==> src/rtl/adc_conv_sched.sv <==
module adc_conv_sched #(
  parameter int unsigned NCH   = 4,
  parameter int unsigned FIRST = 13,
  parameter int unsigned STEP  = 3,
  localparam int unsigned CW   = $clog2(NCH + 1),
  localparam int unsigned KW   = $clog2(FIRST + STEP * NCH + 1)
) (
  input  logic          clk_i,
  input  logic          rst_ni,
  input  logic [CW-1:0] num_ch_i,
  input  logic          start_rise_i,
  input  logic          start_fall_i,
  input  logic          cclk_rise_i,
  input  logic          consume_i,
  output logic [CW-1:0] avail_o,
  output logic          first_wait_o,
  output logic          eoc_no,
  output logic          eolc_no
);
  logic          active_q;
  logic [KW-1:0] cnt_q, due_q, cnt_nx;
  logic [CW-1:0] avail_q, avail_nx;

  assign cnt_nx   = cnt_q + 1'b1;
  assign avail_nx = avail_q + 1'b1;

  always_ff @(posedge clk_i or negedge rst_ni) begin
    if (!rst_ni) begin
      active_q <= 1'b0;
      cnt_q    <= '0;
      due_q    <= KW'(FIRST);
      avail_q  <= '0;
      eoc_no   <= 1'b1;
      eolc_no  <= 1'b1;
    end else if (start_fall_i || start_rise_i) begin
      // fall aborts, rise samples and starts counting
      active_q <= start_rise_i;
      cnt_q    <= '0;
      due_q    <= KW'(FIRST);
      avail_q  <= '0;
      eoc_no   <= 1'b1;
      eolc_no  <= 1'b1;
    end else if (active_q && cclk_rise_i) begin
      cnt_q <= cnt_nx;
      if (cnt_nx == due_q) begin
        avail_q <= avail_nx;
        due_q   <= due_q + KW'(STEP);
        eoc_no  <= 1'b0;
        if (avail_nx == num_ch_i) begin
          eolc_no  <= 1'b0;
          active_q <= 1'b0;
        end
      end else begin
        eoc_no <= 1'b1;
      end
    end else if (consume_i) begin
      eoc_no <= 1'b1;
    end
  end

  assign avail_o      = avail_q;
  assign first_wait_o = active_q && (cnt_q == '0);


  eoc_on_clk_chk: assert property (@(posedge clk_i) disable iff (!rst_ni)
    $fell(eoc_no) |-> $past(cclk_rise_i));

  eolc_with_eoc_chk: assert property (@(posedge clk_i) disable iff (!rst_ni)
    $fell(eolc_no) |-> $fell(eoc_no));

  abort_clears_chk: assert property (@(posedge clk_i) disable iff (!rst_ni)
    start_fall_i |=> (eoc_no && eolc_no && avail_o == '0));
endmodule

==> config.mk <==
export PLATFORM = sky130hd
export DESIGN_NAME = adc_conv_sched
export DESIGN_NICKNAME = d
export VERILOG_FILES = /design/src/rtl/adc_conv_sched.sv
export SDC_FILE = /design/constraint.sdc
export NUM_CORES = 1
export LEC_CHECK = 0
export ABC_AREA = 0
export CORE_MARGIN = 3
export CORE_UTILIZATION = 31
export DETAILED_ROUTE_END_ITERATION = 7
export SLEW_MARGIN = 20
export SYNTH_ARGS = -nofsm -noshare
export SYNTH_HDL_FRONTEND = slang
export SYNTH_SLANG_ARGS = --single-unit
==> constraint.sdc <==
create_clock -name clk_i -period 2.8 [get_ports clk_i]
set_input_delay 0.56 -clock clk_i [delete_from_list [all_inputs] [get_ports clk_i]]
set_output_delay 0.56 -clock clk_i [all_outputs]
set_load 0.02 [all_outputs]
==> key figures <==
STA
  • Final cycle utilization of the critical path: 0.8232
  • Finish-stage setup viols: 0
  • Worst-margin pin slew: 0.7547 ns
  • Final Skew: about 0.013 ns
  • Final Slew Violations: 0
  • RSZ-0062 raised after global routing: false
  • Max_slew headroom: 0.4941
  • Min Tclk post-route: around 2.3 ns
  • Fmax: ~430 MHz
  • Setup TNS: 0 ns
  • Final hold vios: 0

Die
  • # IOs: 15
  • Die Ht: between 60 and 70 µm
  • Num rows: 19
  • Die width: between 60 and 70 µm
  • DIE AREA: roughly 3900 µm²
  • Core area: between 2000 and 3000 µm²
  • Initial Utilization: 0.3395

Route
  • Initial DRC Count: 13
  • WL/cell: 12.70 µm
  • DR top layer: met3
  • Metal-1 WL: 950 µm
  • WL met3: 89 µm
  • DRT Pass-1 Iters: 4
  • Detail Route Antenna Nets: 0
  • Vias per cell: 4.845
  • Metal2 WL: 1.004 mm
  • Routed wire length: between 2 and 2.5 mm
  • DR DRC count: 0
  • Via Count: approximately 800

Synth
  • Leading cell types by count after synthesis: dfrtp_1 (11), nand2_1 (8), inv_1 (7), xnor2_1 (7)
  • Main flop type after synthesis: dfrtp_1
  • Post-synthesis sequential area ratio: 0.4130
  • Area contributors post-synth: dfrtp_1 (28%), dfstp_2 (13%), xnor2_1 (6.2%), xor2_1 (5.3%), ha_1 (5.1%)
  • Syn Inst Count: 105
  • Synthesized flop and latch total: 16
  • Synth cell types: 32
  • Count leader, synth: dfrtp_1
  • Share of the synthesized area in the top cell type: 0.2795
  • EDFF count, synth: 0
  • Synth area leader: dfrtp_1
  • Asr flop ratio synth: 1.000
  • Mean Syn Cell Area: 9.378 µm²
  • Yosys Warn Count: 0
  • Mapped Nets: roughly 120
  • Cell area after synthesis: slightly below 1000 µm²

Critical path
  • WS Path Type: reg -> out
  • Max incr delay on CP: around 0.6 ns
  • Critical path capture point type: output port
  • Worst R2R Start: cnt_q[0]$_DFFE_PN0P_
  • R2R cell count: 6
  • Worst path required time: 2.24 ns
  • Data arrival, critical path: about 1.8 ns
  • Worst path slowest cell: clkdlybuf4s50_1
  • Critical path depth: 4
  • Critical path, cell by cell: inv_1, ha_1, and4b_1, clkdlybuf4s50_1
  • CP delay by family, top: buffers and inverters
  • CP Buf/Inv Count: 2
  • Reg-to-reg slack, setup: around 0.57 ns
  • Worst R2R End: avail_o[2]$_DFFE_PN0P_
  • Startpoint Class: flip-flop
  • CP Max Fanout: 5

Clock network
  • CTS Buffer Depth: 2
  • Setup Buffers After CTS: 0
  • # resized after CTS: 0
  • Num CTS Buffers: 3
  • Worst-Skew Late Latency: 0.29 ns
  • Worst-path clk slew: approximately 0.090 ns
  • Clk sinks: 16
  • Hold_buf cts: 0
  • CTS root buf: clkbuf_4
  • CTS H-tree lvls: 1
  • CTS tree: done

Global route
  • Global route overflow: 0
  • Global-route wire length before repair: 3.801 mm
  • Vias in the first global route: approximately 850
  • Initial antenna violation count: 0
  • Largest net degree at the start of global routing: 17
  • Gr usage total: 0.1191

Min path
  • Hold path startpoint: eolc_no$_DFFE_PN1P_
  • Worst Hold Depth: 2
  • Hold Path End: eolc_no$_DFFE_PN1P_
  • Hold Crit Class: reg -> reg

Run
  • Max-cap violations: 0

Placement
  • DP Wirelength: 1.500 mm
  • Final GP Congestion: between 0.7 and 0.8
  • Input/output buffers: 14

Layout
  • Area growth from synthesis to layout: 19.82%
  • Fin util: 0.4068
  • Share of cells above drive strength 1: 0.1008
  • Antenna diodes: 0
  • # fillers: 323
  • Nets: approximately 130

Pwr
  • Peak VDD IR: ~0.00018 V
  • Tot Pwr: roughly 410 µW
  • Cell Pwr Density: around 340 nW/µm²
  • Pleak: around 0.00045 µW

Outcome
  • Status: completed
==> cell families (layout without fill, tap and decap cells) <==
family,after synthesis,count (layout),share of synthesized area
AO/OA/AOI/OAI,18,18,0.1156
XOR/XNOR,13,13,0.1156
adder cells (fa/ha/maj),4,4,0.05083
buffers and inverters,11,25,0.05083
flip-flops,16,16,0.4130
multiplexers,1,1,0.01017
AND/OR/NAND/NOR,42,42,0.2440
==> cells in the final DEF (no fill, tap or decap), drive strengths merged, types with 2 or more instances in the layout <==
master         instances
nand2b                 2
o31ai                  4
nor3                   5
nor2                   6
or3                    3
or2                    2
dfrtp                 11
o21ai                  6
inv                    7
or4                    4
nand3                  6
xnor2                  7
xor2                   6
dfstp                  5
ha                     4
clkbuf                 4
nand2                  8
clkdlybuf4s50         14
a21oi                  5
==> power by group <==
part | internal (µW) | total, µW | leakage [µW] | switching [µW]
registers | 233 | 236 | 0.000203 | 2.42
logic | 20.5 | 40.0 | 0.000236 | 19.6
clock network | 55.4 | 131 | 0.0000150 | 75.9
==> worst register-to-register path, delay by kind of cell, from the launching register on <==
family	cells	cell delay, ns
flip-flops	1	0.45
AND/OR/NAND/NOR	3	1.02
AO/OA/AOI/OAI	2	0.41
adder cells (fa/ha/maj)	1	0.29
==> metrics by stage <==
stage / setup WS [ns] / area (µm²) / std cells / hold WS (ns)
CTS: 0.4685 / 1180 / 161 / 0.4987
finish: 0.4950 / 1180 / 161 / 0.4900
floorplan: 0.8025 / 984.7 / 105 / 0.2644
global placement: 0.3844 / 1154 / 157 / 0.4764
detailed placement: 0.3156 / 1154 / 157 / 0.4745
global route: 0.3302 / 1180 / 161 / 0.5514
==> registers in the layout (all words and copies together) (netlist names) <==
name      cells
cnt_q         5
due_q         5
avail_o       3
active_q      1
eoc_no        1
eolc_no       1
==> worst max-delay path by stage <==
stage                               startpoint                     end  slack, ns
after floorplan           cnt_q[0]$_DFFE_PN0P_    due_q[4]$_DFFE_PN0P_       0.80
after global placement             cclk_rise_i    due_q[3]$_DFFE_PN1P_       0.38
after detailed placement           cclk_rise_i  avail_o[2]$_DFFE_PN0P_       0.32
after CTS                 cnt_q[0]$_DFFE_PN0P_            first_wait_o       0.47
after global routing      cnt_q[0]$_DFFE_PN0P_    due_q[1]$_DFFE_PN0P_       0.33
final                     cnt_q[0]$_DFFE_PN0P_            first_wait_o       0.49
==> per-layer routing <==
layer  GRT usage  vias up
met1      0.1477      370
li1            -      393
met3     0.03604        0
met4     0.01653        0
met2      0.2083       17
met5           0        -
==> area by class of cell <==
cell class	count	area, µm²	area share
flip-flops and latches	16	406.6	0.3446
repair buffers	14	140.1	0.1188
multi-input cells	78	528.0	0.4475
well taps	42	52.55	0.04454
clock buffers	4	26.28	0.02227
inverters	7	26.28	0.02227
Note: power is estimated with default switching activity, not from simulation.
